File: src/rtl/pf_pkg.sv
package pf_pkg;
    localparam int NLVL = 3;

    localparam logic [7:0] OP_ESC  = 8'h0F;
    localparam logic [7:0] OP_PREF = 8'h18;

    typedef enum logic [2:0] {
        HINT_STREAM = 3'd0,
        HINT_ALL    = 3'd1,
        HINT_SKIP0  = 3'd2,
        HINT_SKIP01 = 3'd3
    } hint_e;

    typedef enum logic [1:0] {
        MT_WB = 2'd0,
        MT_WT = 2'd1,
        MT_UC = 2'd2,
        MT_WC = 2'd3
    } mtype_e;

    typedef struct packed {
        logic            is_pf;
        logic            rsv;
        logic            nt;
        logic [NLVL-1:0] lvl;
        logic [NLVL-1:0] closer;
    } dec_t;

    function automatic logic mtype_cacheable(input logic [1:0] mt);
        return (mt == MT_WB) || (mt == MT_WT);
    endfunction
endpackage

File: src/rtl/pf_hint_decode.sv
module pf_hint_decode
    import pf_pkg::*;
(
    input  logic [7:0] op0,
    input  logic [7:0] op1,
    input  logic [7:0] spec,
    output dec_t       dec
);
    logic [2:0] hint;
    logic       match;
    logic       known;
    logic [1:0] first_lvl;
    logic       unused_spec;

    assign hint        = spec[5:3];
    assign match       = (op0 == OP_ESC) && (op1 == OP_PREF);
    assign unused_spec = ^{spec[7:6], spec[2:0]};

    always_comb begin
        known     = 1'b1;
        first_lvl = 2'd0;
        case (hint)
            HINT_ALL:    first_lvl = 2'd0;
            HINT_SKIP0:  first_lvl = 2'd1;
            HINT_SKIP01: first_lvl = 2'd2;
            HINT_STREAM: first_lvl = 2'd0;
            default:     known     = 1'b0;
        endcase
    end

    logic [NLVL-1:0] lvl_mask;
    logic [NLVL-1:0] closer_mask;

    for (genvar i = 0; i < NLVL; i++) begin : g_lvl
        assign lvl_mask[i]    = (i >= int'(first_lvl));
        assign closer_mask[i] = (i <  int'(first_lvl));
    end

    always_comb begin
        dec        = '0;
        dec.is_pf  = match;
        dec.rsv    = match && !known;
        if (match && known) begin
            if (hint == HINT_STREAM) begin
                dec.nt     = 1'b1;
                dec.lvl    = '0;
                dec.closer = '1;
            end else begin
                dec.nt     = 1'b0;
                dec.lvl    = lvl_mask;
                dec.closer = closer_mask;
            end
        end
    end
endmodule

File: src/rtl/pf_filter.sv
module pf_filter
    import pf_pkg::*;
(
    input  dec_t            dec,
    input  logic [1:0]      mtype,
    input  logic [NLVL-1:0] present,
    output logic            issue
);
    logic held_closer;
    logic useful;

    assign held_closer = |(present & dec.closer);
    assign useful      = dec.is_pf && !dec.rsv && (dec.nt || (dec.lvl != '0));
    assign issue       = useful && mtype_cacheable(mtype) && !held_closer;
endmodule

File: src/rtl/pf_req_reg.sv
module pf_req_reg
    import pf_pkg::*;
#(
    parameter int AW = 32
) (
    input  logic            clk,
    input  logic            rst_n,
    input  logic            load,
    input  logic [AW-1:0]   load_addr,
    input  logic [NLVL-1:0] load_lvl,
    input  logic            load_nt,
    input  logic            take,
    output logic            valid,
    output logic [AW-1:0]   addr,
    output logic [NLVL-1:0] lvl,
    output logic            nt
);
    typedef struct packed {
        logic            valid;
        logic [AW-1:0]   addr;
        logic [NLVL-1:0] lvl;
        logic            nt;
    } req_t;

    req_t st_d, st_q;

    always_comb begin
        st_d = st_q;
        if (st_q.valid && take) begin
            st_d.valid = 1'b0;
        end
        if (load) begin
            st_d.valid = 1'b1;
            st_d.addr  = load_addr;
            st_d.lvl   = load_lvl;
            st_d.nt    = load_nt;
        end
    end

    always_ff @(posedge clk) begin
        if (!rst_n) st_q <= '0;
        else        st_q <= st_d;
    end

    assign valid = st_q.valid;
    assign addr  = st_q.addr;
    assign lvl   = st_q.lvl;
    assign nt    = st_q.nt;
endmodule

File: src/rtl/pf_fill_issue.sv
module pf_fill_issue
    import pf_pkg::*;
#(
    parameter int AW         = 32,
    parameter int LINE_BYTES = 64,
    parameter int CW         = 8
) (
    input  logic          clk,
    input  logic          rst_n,
    input  logic          in_valid,
    output logic          in_ready,
    input  logic [7:0]    in_op0,
    input  logic [7:0]    in_op1,
    input  logic [7:0]    in_spec,
    input  logic [AW-1:0] in_addr,
    input  logic [1:0]    in_mtype,
    input  logic [2:0]    in_present,
    output logic          req_valid,
    input  logic          req_ready,
    output logic [AW-1:0] req_addr,
    output logic [2:0]    req_levels,
    output logic          req_nt,
    output logic          fault,
    output logic [CW-1:0] rsv_count
);
    localparam int OFF = $clog2(LINE_BYTES);

    if (LINE_BYTES < 32 || (1 << OFF) != LINE_BYTES) begin : g_bad_line
        $error("LINE_BYTES must be a power of two of at least 32");
    end

    dec_t          dec;
    logic          issue;
    logic          accept;
    logic [AW-1:0] line_addr;
    logic          unused_low;

    pf_hint_decode u_dec (
        .op0  (in_op0),
        .op1  (in_op1),
        .spec (in_spec),
        .dec  (dec)
    );

    pf_filter u_flt (
        .dec     (dec),
        .mtype   (in_mtype),
        .present (in_present),
        .issue   (issue)
    );

    assign accept     = in_valid && in_ready;
    assign line_addr  = {in_addr[AW-1:OFF], {OFF{1'b0}}};
    assign unused_low = ^in_addr[OFF-1:0];

    pf_req_reg #(.AW(AW)) u_req (
        .clk       (clk),
        .rst_n     (rst_n),
        .load      (accept && issue),
        .load_addr (line_addr),
        .load_lvl  (dec.lvl),
        .load_nt   (dec.nt),
        .take      (req_ready),
        .valid     (req_valid),
        .addr      (req_addr),
        .lvl       (req_levels),
        .nt        (req_nt)
    );

    typedef struct packed {
        logic [CW-1:0] cnt;
    } cnt_t;

    cnt_t cs_d, cs_q;

    always_comb begin
        cs_d = cs_q;
        if (accept && dec.rsv) begin
            cs_d.cnt = cs_q.cnt + 1'b1;
        end
    end

    always_ff @(posedge clk) begin
        if (!rst_n) cs_q <= '0;
        else        cs_q <= cs_d;
    end

    assign in_ready  = !req_valid;
    assign rsv_count = cs_q.cnt;
    assign fault     = 1'b0;
endmodule

File: config.mk
export PLATFORM = sky130hd
export DESIGN_NAME = pf_fill_issue
export DESIGN_NICKNAME = d
export VERILOG_FILES = /design/src/rtl/pf_pkg.sv /design/src/rtl/pf_hint_decode.sv /design/src/rtl/pf_filter.sv /design/src/rtl/pf_req_reg.sv /design/src/rtl/pf_fill_issue.sv
export SDC_FILE = /design/constraint.sdc
export NUM_CORES = 1
export LEC_CHECK = 0
export BUFFER_PORTS_ARGS = -buffer_cell sky130_fd_sc_hd__buf_2
export CORE_MARGIN = 5
export CORE_UTILIZATION = 38
export DETAILED_ROUTE_END_ITERATION = 10
export HOLD_SLACK_MARGIN = 0.02
export PLACE_DENSITY = 0.72
export REMOVE_ABC_BUFFERS = 1
export SYNTH_ARGS = -nofsm -noshare
export SYNTH_HDL_FRONTEND = slang
export SYNTH_SLANG_ARGS = --single-unit
File: constraint.sdc
create_clock -name clk -period 1.47 [get_ports clk]
set_input_delay 0.0735 -clock clk [delete_from_list [all_inputs] [get_ports clk]]
set_output_delay 0.0735 -clock clk [all_outputs]
set_load 0.05 [all_outputs]
==> results of run 1 <==
## registers in the layout, summed over array words and instances (netlist names)
signal and count:
rsv_count 8, u_req.addr 26, u_req.lvl 3, u_req.nt 1, u_req.valid 1
## area by class of cell
| type | instances | area [µm²] | share of cell area [%] |
|---|---|---|---|
| Multi-Input combinational cell | 152 | 1090 | 40.0 |
| Sequential cell | 39 | 781 | 28.5 |
| Timing Repair Buffer | 117 | 678 | 24.8 |
| Tap cell | 67 | 83.8 | 3.06 |
| Clock buffer | 6 | 82.6 | 3.02 |
| Inverter | 3 | 11.3 | 0.412 |
| Clock inverter | 1 | 5.00 | 0.183 |
## timing repair
action | 4_1_cts | 5_1_grt
gates cloned | 0 | 0
hold buffers | 3 | 1
hold endpoints to repair | 3 | 1
gates resized for setup | 8 | 13
pin swaps | 3 | 3
setup endpoints to repair | 34 | 39
## layout by cell type, fill, tap and decap left out, types with 3 or more instances in the layout
cell           netlist  routed
buf_4                8      18
nand4_1              3       3
conb_1               1       7
mux2i_1             32      32
nand2_1             66      66
nor4_4               0       3
nor2_1               3       3
nand2b_1             6       6
nor3_1               4       3
buf_2                2      92
clkbuf_8             0       6
inv_1                3       3
dfxtp_1             39      39
dlygate4sd3_1        0       4
## metrics by stage
stage	utilization, %	hold slack (ns)
floorplan	-	0.191
global placement	52.0	0.321
detailed placement	52.0	0.325
CTS	55.6	0.0204
global route	57.5	0.0221
finish	57.5	0.0313
## worst max-delay path, delay by kind of cell (launching register included)
kind	cells	cell delay (ns)
AND/OR/NAND/NOR	2	0.41
multiplexers	1	0.19
AO/OA/AOI/OAI	1	0.31
buffers and inverters	1	0.27
flip-flops	1	0.31
## synthesized netlist by cell type, types with 2 or more instances
master,instances
buf_6,2
o311ai_1,2
o31ai_1,2
inv_1,3
or4_1,2
nor4b_1,2
nor3_1,4
nor2b_1,2
nor2_1,3
o41ai_1,2
dfxtp_1,39
nand2b_1,6
nand4_1,3
nor4_1,4
mux2i_1,32
o32ai_1,2
buf_2,2
nand2_1,66
clkbuf_1,8
buf_4,8
## logic make-up after synthesis
| family | synth area share, % |
|---|---|
| compound gates | 6.53 |
| flops | 41.6 |
| other cells | 0.200 |
| fa+ha+maj | 0.667 |
| mux | 17.1 |
| simple gates | 25.7 |
| buf+inv | 8.20 |
## routing by layer
| layer | vias up | global-route usage, % | part of all wire (%) |
|---|---|---|---|
| li1 | 915 | - | - |
| met1 | 833 | 16.8 | 42 |
| met2 | 68 | 26.4 | 48 |
| met3 | 5 | 4.37 | 9.5 |
| met4 | 0 | 5.07 | 0.86 |
| met5 | - | 0 | 0 |
## how the worst max path moves through the flow
stage	from	endpoint	slack, ns	depth (start not counted)
6_report	u_req.valid$_SDFFE_PN0P_	u_req.addr[9]$_SDFFE_PN0P_	-0.08	5
4_1_cts	u_req.valid$_SDFFE_PN0P_	u_req.addr[9]$_SDFFE_PN0P_	-0.1	5
3_5_place_dp	u_req.valid$_SDFFE_PN0P_	rsv_count[6]$_SDFFE_PN0P_	-0.09	5
5_1_grt	u_req.valid$_SDFFE_PN0P_	u_req.addr[17]$_SDFFE_PN0P_	-0.18	5
3_3_place_gp	u_req.valid$_SDFFE_PN0P_	rsv_count[6]$_SDFFE_PN0P_	-0.08	5
2_1_floorplan	u_req.valid$_SDFFE_PN0P_	u_req.addr[10]$_SDFFE_PN0P_	-1.32	4
## where the power goes
group / leakage, nW / internal, mW / total (mW) / switching, mW
clock: 0.0470 / 0.368 / 0.714 / 0.346
sequential: 0.314 / 1.06 / 1.06 / 0.000000604
combinational: 0.908 / 0.0900 / 0.217 / 0.127
total: 1.27 / 1.51 / 1.99 / 0.473
==> results by group, run 1 <==
Place
  – DP Area: 0.00247 mm²
  – DP Cell Count: 374
  – Place WS: -0.0871 ns
  – Placer Congestion: 0.839
  – PortBufs: 92
  – Post-DP HPWL: 3530 µm

Run status
  – Failing checks: negative setup slack
  – Outcome: finished, violations left

STA
  – Final setup vio count: 31
  – Final Hold Fails: 0
  – RSZ-0062 raised after global routing: yes
  – Clock Skew: 0.00402 ns
  – Final Slew Violations: 0
  – Worst setup margin: -0.0838 ns
  – Final Critical Period: ~1.6 ns
  – Period utilization: 106%
  – Fmax: 0.644 GHz
  – Sum Neg Setup Slack: -1.85 ns

Routing
  – Drt drc: 0
  – Vias per inst: 4.73
  – Routed wire per std cell: about 12 µm
  – First-iteration detailed-routing DRC count: 47
  – Overall routed net length: 4760 µm
  – Antenna Nets Post-Route: 0
  – DR vias: 1,821
  – Drt pass-1 iters: 4

Clock network
  – TritonCTS clock tree: yes
  – Post-CTS Setup Repair Bufs: 0
  – Clock Latency Late Sink: 0.28 ns
  – TritonCTS buffer count: 5
  – Clock slew at reported path FFs: 0.07 ns
  – Clock sinks: 39
  – Max Root-Sink Buffers: 2
  – # H-tree levels: 2
  – CTS Root Cell: clkbuf_8

Floorplan
  – Initial core utilization: 39.5%
  – Std cell rows: 25
  – Core Area: 0.00475 mm²
  – Die area: 0.00644 mm²
  – Die Height: 80.3 µm
  – I/O pins: 112
  – Chip Width: 80.3 µm

Run
  – Number of max-cap violations: 0

Synthesis
  – Mean area per synthesized cell: 8.98 µm²
  – Yosys top cell by area: dfxtp_1
  – Ys flop type: dfxtp_1
  – Ys async rst share: 0%
  – Syn Inst Count: 209
  – Syn. warnings: 0
  – Sequential area share after synthesis: 41.6%
  – Synth Cell Area: 0.00188 mm²
  – Most area-consuming cells after synthesis: dfxtp_1 (42%), mux2i_1 (17%), nand2_1 (13%), buf_4 (3.2%), nand2b_1 (2.0%)
  – Area share of the largest cell type after synthesis: 41.6%
  – Number of flops mapped to enable cells by yosys: 0
  – Synthesis-stage register bit count: 39
  – Number of library cell types mapped by synthesis: 35

Critical path
  – Worst R2R Path Depth: 5
  – Worst Path Arrival: 1.77 ns
  – Worst path cell trace: and4b_1 -> nand3_2 -> a2111oi_4 -> buf_4 -> mux2i_1
  – Flop2flop setup slack: -0.08 ns
  – Reg-to-reg endpoint: u_req.addr[9]$_SDFFE_PN0P_
  – WP data required: 1.68 ns
  – Slowest cell on the critical path: dfxtp_1
  – Crit path kind: reg -> reg
  – Crit end category: flop
  – Startpoint Class: flop
  – Worst-path fanout max: 8
  – Crit-path max cell delay: 0.31 ns
  – Reg2Reg Launch Point: u_req.valid$_SDFFE_PN0P_

Global route
  – Number of global-route vias before repair: 1,837
  – Grt ovf: 0
  – Total track usage: 14.9%
  – First-pass GRT wire length: 7750 µm
  – Largest net degree at the start of global routing: 41
  – Initial antenna violation count: 0

Power and ir drop
  – Final total power: 1.99 mW
  – Pwr dens: 726 mW/mm²
  – Peak VDD IR: between 0.4 and 0.5 mV
  – Leak: between 1 and 1.5 nW

Hold path
  – Hold Crit Endpoint: u_req.addr[29]$_SDFFE_PN0P_
  – WHS Path Cells: 3
  – Min-Delay Startpoint: in_addr[29]
  – Hold crit path type: in -> reg

Layout
  – Fin cells: ~390
  – Fillers: 446
  – Layout cells sized above 1: 43.4%
  – Nets@finish: 384
  – Final instance area: around 0.0027 mm²
  – Antenna Cells: 0
  – Layout area overhead: 45.7%
(Power assumes the default switching activity.)
==> inputs of run 2 (changes only) <==
--- a/config.mk
+++ b/config.mk
@@ -10,7 +10,7 @@
 export CORE_UTILIZATION = 38
 export DETAILED_ROUTE_END_ITERATION = 10
 export HOLD_SLACK_MARGIN = 0.02
-export PLACE_DENSITY = 0.72
+export PLACE_DENSITY = 0.7
 export REMOVE_ABC_BUFFERS = 1
 export SYNTH_ARGS = -nofsm -noshare
 export SYNTH_HDL_FRONTEND = slang
==> constraint.sdc (replaced) <==
create_clock -name clk -period 1.68 [get_ports clk]
set_input_delay 0.084 -clock clk [delete_from_list [all_inputs] [get_ports clk]]
set_output_delay 0.084 -clock clk [all_outputs]
set_load 0.05 [all_outputs]
==> results by group, run 2 (synthesized netlist as in run 1, its figures left out) <==
Run status
  – Outcome: completed

STA
  – Clock Skew: 0.00304 ns (-0.000978 ns)
  – Period utilization: 94.6% (-11 points)
  – Worst Tran Pin Value: 0.490 ns
  – Fmax: 0.629 GHz (-2.2%)
  – Final setup vio count: 0 (-100%)
  – Max_slew headroom: about two thirds
  – Final Slew Violations: 0 (unchanged)
  – Worst hold margin: 0.0366 ns (+0.00528 ns)
  – Final Critical Period: 1.59 ns (+0.0351 ns)
  – RSZ-0062 raised after global routing: yes
  – Final Hold Fails: 0 (unchanged)

Clock network
  – TritonCTS clock tree: yes
  – Max Root-Sink Buffers: 2 (unchanged)
  – # H-tree levels: 2 (unchanged)
  – TritonCTS buffer count: 5 (unchanged)
  – Clock sinks: 39 (unchanged)
  – Post-CTS Hold Fix Bufs: 0 (-3)
  – Clock Latency Late Sink: 0.28 ns (about the same)
  – Clock slew at reported path FFs: 0.07 ns (about the same)
  – CTS Root Cell: clkbuf_8

Layout
  – Layout Utilization: 52.5% (-5.0 points)
  – Final instance area: 0.00250 mm² (-8.7%)
  – Layout area overhead: 33.1%
  – Most frequent cells in the layout: buf_2 (92), nand2_1 (66), dfxtp_1 (39)
  – Fin cells: 371 (-3.6%)
  – Nets@finish: 371 (-3.4%)
  – Largest register FFs: 26 (unchanged)
  – Leading cell type in the layout, fill and taps excluded: buf_2
  – Multi-input logic area: 965 µm² (-12%)
  – Antenna Cells: 0 (unchanged)
  – Fillers: 471 (+5.6%)
  – Sequential Area: 781 µm² (unchanged)
  – Layout cells sized above 1: 37.8% (-5.6 points)

Power and ir drop
  – Internal: 1.27 mW (-16%)
  – Comb power frac: 10.1% (-0.8 points)
  – Power share of the clock group: 34.1% (-1.8 points)
  – Pwr dens: 663 mW/mm² (-8.7%)
  – Leak: 1.12 nW (-12%)
  – Sw power: 0.390 mW (-18%)
  – Share of power burned in registers: 55.8% (+2.7 points)
  – Final total power: 1.66 mW (-17%)
  – Peak VDD IR: 0.419 mV (-0.73%)
  – Sw Ratio: 23.6% (-0.27 points)

Routing
  – DR vias: 1,727 (-5.2%)
  – Overall routed net length: 4490 µm (-5.8%)
  – First-iteration detailed-routing DRC count: 59 (+26%)
  – Routed wire per std cell: 12.1 µm (-2.3%)
  – Drt pass-1 iters: 4 (unchanged)
  – Drt drc: 0 (unchanged)
  – Antenna Nets Post-Route: 0 (unchanged)
  – Vias per inst: 4.65 (-1.6%)

Hold path
  – Hold Crit Endpoint: u_req.addr[9]$_SDFFE_PN0P_
  – Hold crit path type: in -> reg
  – Min-Delay Startpoint: in_addr[9]
  – WHS Path Cells: 3 (unchanged)

Critical path
  – Flop2flop setup slack: 0.09 ns (+0.17 ns)
  – Reg-to-reg endpoint: rsv_count[5]$_SDFFE_PN0P_
  – Worst-path fanout max: 9 (+1)
  – Worst R2R Path Depth: 5 (unchanged)
  – Crit end category: flop
  – Crit path kind: reg -> reg
  – WP data required: 1.90 ns (+0.22 ns)
  – Startpoint Class: flop
  – Reg2Reg Launch Point: u_req.valid$_SDFFE_PN0P_
  – Worst Path Arrival: 1.81 ns (+0.04 ns)

Run
  – Number of max-cap violations: 0 (unchanged)

Place
  – DP Cell Count: 361 (-3.5%)
  – DP Area: 0.00237 mm² (-3.9%)
  – PortBufs: 92 (unchanged)
  – Placer Congestion: 0.829 (-1.2%)
  – Post-DP HPWL: 3290 µm (-7.0%)

Global route
  – Total track usage: 13.9% (-0.97 points)
  – Grt ovf: 0 (unchanged)
  – Number of global-route vias before repair: 1,707 (-7.1%)
  – First-pass GRT wire length: 7310 µm (-5.6%)
  – Largest net degree at the start of global routing: 43 (+4.9%)
  – Initial antenna violation count: 0 (unchanged)

Floorplan
  – Core Area: 0.00475 mm² (unchanged)
  – Die area: 0.00644 mm² (unchanged)
  – Die Height: 80.3 µm (unchanged)
  – Std cell rows: 25 (unchanged)
  – Initial core utilization: 39.5% (unchanged)
  – I/O pins: 112 (unchanged)
  – Chip Width: 80.3 µm (unchanged)
-- run 2: cell types whose count changed in the layout (fill, tap and decap cells not counted), sizes merged --
cell / change
buf: -10
clkbuf: +1
clkinv: -1
dlygate4sd3: -4
-- run 2: worst max path at each step --
stage / startpoint / endpoint / slack, ns / cells after the start
3_3_place_gp: in_op0[5] / u_req.addr[7]$_SDFFE_PN0P_ / 0.09 / 6
2_1_floorplan: u_req.valid$_SDFFE_PN0P_ / u_req.addr[10]$_SDFFE_PN0P_ / -1.11 / 4
5_1_grt: u_req.valid$_SDFFE_PN0P_ / rsv_count[5]$_SDFFE_PN0P_ / -0.04 / 5
4_1_cts: u_req.valid$_SDFFE_PN0P_ / rsv_count[5]$_SDFFE_PN0P_ / 0.07 / 5
3_5_place_dp: in_op0[5] / u_req.addr[7]$_SDFFE_PN0P_ / 0.04 / 6
6_report: u_req.valid$_SDFFE_PN0P_ / rsv_count[5]$_SDFFE_PN0P_ / 0.09 / 5
-- run 2: routing by layer --
metal / global-route usage (%) / part of all wire [%]
met3: 5.27 / 9.9
met2: 24.3 / 47
met5: 0 / 0
met4: 3.04 / 0.65
met1: 16.1 / 42
-- run 2: timing repair --
action | CTS | global route
buffers inserted | 0 | 2
resized for setup | 0 | 3
setup endpoints to repair | 0 | 17
-- run 2: layout make-up --
| type | instances | area share, % |
|---|---|---|
| clock buffers | 6 | 2.91 |
| inverters | 3 | 0.451 |
| repair buffers | 104 | 23.4 |
| flip-flops and latches | 39 | 31.3 |
| multi-input cells | 152 | 38.6 |
| well taps | 67 | 3.36 |
-- run 2: worst max-delay path: stages, from the launching register on --
cell	delay [ns]
dfxtp_1	0.31
and4b_1	0.27
nand3_2	0.14
buf_4	0.20
or4_1	0.46
a21oi_1	0.14
-- run 2: per-stage QoR --
step                setup TNS (ns)  worst slack, ns
floorplan                   -32.24            -1.11
global placement                 0           0.0873
detailed placement               0           0.0352
CTS                              0           0.0745
global route                -0.129          -0.0405
finish                           0           0.0912
-- run 2: power groups by stage --
stage / Clock, mW / Sequential, mW / Combinational, mW
floorplan: 0 / 0.945 / 0.0721
global placement: 0 / 0.945 / 0.165
detailed placement: 0 / 0.945 / 0.168
CTS: 0.590 / 0.924 / 0.168
global route: 0.621 / 0.923 / 0.189
finish: 0.565 / 0.924 / 0.168
==> inputs of run 3 (changes only) <==
--- a/config.mk
+++ b/config.mk
@@ -7,11 +7,10 @@
 export LEC_CHECK = 0
 export BUFFER_PORTS_ARGS = -buffer_cell sky130_fd_sc_hd__buf_2
 export CORE_MARGIN = 5
-export CORE_UTILIZATION = 38
+export CORE_UTILIZATION = 25
 export DETAILED_ROUTE_END_ITERATION = 10
 export HOLD_SLACK_MARGIN = 0.02
-export PLACE_DENSITY = 0.7
-export REMOVE_ABC_BUFFERS = 1
+export PLACE_DENSITY = 0.57
 export SYNTH_ARGS = -nofsm -noshare
 export SYNTH_HDL_FRONTEND = slang
 export SYNTH_SLANG_ARGS = --single-unit
==> results by group, run 3 (synthesized netlist as in run 1, its figures left out) <==
Run status
  – Outcome: completed

Critical path
  – Worst R2R Path Depth: 6 (+1)
  – Worst path cell trace: and4b_2 -> nand3_4 -> a2111oi_4 -> buf_4 -> buf_8 -> mux2i_1
  – Crit-path max cell delay: 0.32 ns (-0.14 ns)
  – Crit path kind: reg -> reg
  – Slowest cell on the critical path: dfxtp_2
  – Worst Path Arrival: 1.84 ns (+0.03 ns)
  – Worst-path fanout max: 14 (+5)
  – WP data required: 1.90 ns (about the same)
  – Startpoint Class: flop
  – Crit end category: flop

Global route
  – First-pass GRT wire length: 7380 µm (+0.94%)
  – Total track usage: 9.31% (-4.6 points)
  – Grt ovf: 0 (unchanged)
  – Largest net degree at the start of global routing: 37 (-14%)
  – Initial antenna violation count: 0 (unchanged)
  – Number of global-route vias before repair: 1,646 (-3.6%)

STA
  – Final setup vio count: 0 (unchanged)
  – Max_slew headroom: 66.1% (-1.0 points)
  – Final Slew Violations: 0 (unchanged)
  – Fmax: 0.617 GHz (-1.9%)
  – Period utilization: 96.5% (+1.9 points)
  – Worst Tran Pin Value: 0.505 ns (+0.0149 ns)
  – Sum Neg Setup Slack: 0 ns (unchanged)
  – Final Hold Fails: 0 (unchanged)
  – Final Critical Period: 1.62 ns (+0.0316 ns)
  – Clock Skew: 0.00303 ns (-0.0000127 ns)

Power and ir drop
  – Pwr dens: 740 mW/mm² (+12%)
  – Final total power: 1.90 mW (+15%)
  – Leak: 1.13 nW (+0.75%)
  – Peak VDD IR: 0.262 mV (-38%)

Layout
  – Layout area overhead: 37.0%
  – Leading cell type in the layout, fill and taps excluded: buf_2
  – Nets@finish: 368 (-0.81%)
  – Largest register FFs: 26 (unchanged)
  – Fillers: 789 (+68%)
  – Most frequent cells in the layout: buf_2 (92), nand2_1 (66), dfxtp_1 (35)
  – Fin cells: 402 (+8.4%)
  – Final instance area: 0.00257 mm² (+3.0%)
  – Layout Utilization: 35.3% (-17 points)
  – Antenna Cells: 0 (unchanged)
  – Layout cells sized above 1: 39.3% (+1.4 points)

Floorplan
  – I/O pins: 112 (unchanged)
  – Core Area: 0.00729 mm² (+53%)
  – Chip Width: 96.6 µm (+20%)
  – Std cell rows: 31 (+24%)
  – Die area: 0.00934 mm² (+45%)
  – Initial core utilization: 25.7% (-14 points)
  – Die Height: 96.6 µm (+20%)

Place
  – DP Area: 0.00240 mm² (+0.95%)
  – Post-DP HPWL: 3430 µm (+4.4%)
  – Placer Congestion: 0.760 (-8.3%)
  – PortBufs: 92 (unchanged)
  – DP Cell Count: 390 (+8.0%)

Clock network
  – Max Root-Sink Buffers: 2 (unchanged)
  – TritonCTS clock tree: yes
  – TritonCTS buffer count: 5 (unchanged)
  – Clock slew at reported path FFs: 0.08 ns (about the same)
  – CTS Root Cell: clkbuf_8
  – Clock Latency Late Sink: 0.28 ns (about the same)
  – Clock sinks: 39 (unchanged)
  – # H-tree levels: 2 (unchanged)

Routing
  – Routed wire per std cell: 12.2 µm (+0.95%)
  – First-iteration detailed-routing DRC count: 27 (-54%)
  – Overall routed net length: 4910 µm (+9.4%)
  – Drt pass-1 iters: 5 (+1)
  – DR vias: 1,756 (+1.7%)
  – Antenna Nets Post-Route: 0 (unchanged)
  – Vias per inst: 4.37 (-6.2%)
  – Drt drc: 0 (unchanged)

Hold path
  – WHS Path Cells: 3 (unchanged)
  – Hold crit path type: in -> reg

Run
  – Number of max-cap violations: 0 (unchanged)
-- run 3: cell count changes in the layout (fill, tap and decap cells not counted), sizes merged --
cell	delta
dlygate4sd3	+1
clkinv	+1
buf	-4
bufinv	+1
-- run 3: critical path: cells and delay by family, from the launching register on --
family                 cells  cell delay (ns)
buffers and inverters      2             0.40
AO/OA/AOI/OAI              1             0.20
flip-flops                 1             0.32
multiplexers               1             0.20
AND/OR/NAND/NOR            2             0.42
-- run 3: final timing paths --
check	from	to	slack, ns
setup / recovery	u_req.valid$_SDFFE_PN0P_	u_req.addr[16]$_SDFFE_PN0P_	0.06
hold / removal	in_addr[26]	u_req.addr[26]$_SDFFE_PN0P_	0.04
setup reg to reg	u_req.valid$_SDFFE_PN0P_	u_req.addr[16]$_SDFFE_PN0P_	0.06
hold reg to reg	u_req.addr[21]$_SDFFE_PN0P_	u_req.addr[21]$_SDFFE_PN0P_	0.45
-- run 3: layout make-up --
type	instances	area (µm²)	area share [%]
multi-input combinational	152	973	37.9
sequential	39	786	30.6
timing repair buffer	101	559	21.8
tap	99	124	4.82
clock buffer	6	82.6	3.21
clock inverter	2	35.0	1.36
inverter	3	11.3	0.438
-- run 3: metrics by stage --
stage / hold slack [ns] / setup WS (ns)
3_3_place_gp: 0.331 / 0.0628
2_1_floorplan: 0.226 / 0.0253
3_5_place_dp: 0.340 / 0.0364
4_1_cts: 0.0220 / 0.0405
5_1_grt: 0.0352 / -0.00170
6_report: 0.0369 / 0.0596
-- run 3: metal layers --
metal	GRT usage, %	wire length (µm)	share of wire (%)
met5	0	0	0
met1	10.1	2110	43
met2	16.2	2340	48
met4	3.02	38	0.77
met3	4.03	417	8.5
-- run 3: what timing repair did --
action / CTS / global route
gates resized for setup: 0 / 4
buffers inserted: 0 / 1
hold buffers: 1 / 0
endpoints found under the hold margin: 1 / 0
endpoints found under the setup margin: 0 / 20
-- run 3: power by group --
| part | total, mW | internal (mW) | switching, mW | leakage (nW) |
|---|---|---|---|---|
| clock network | 0.807 | 0.481 | 0.326 | 0.0612 |
| logic | 0.173 | 0.0674 | 0.106 | 0.753 |
| registers | 0.923 | 0.923 | 0.000000658 | 0.316 |
| total | 1.90 | 1.47 | 0.432 | 1.13 |
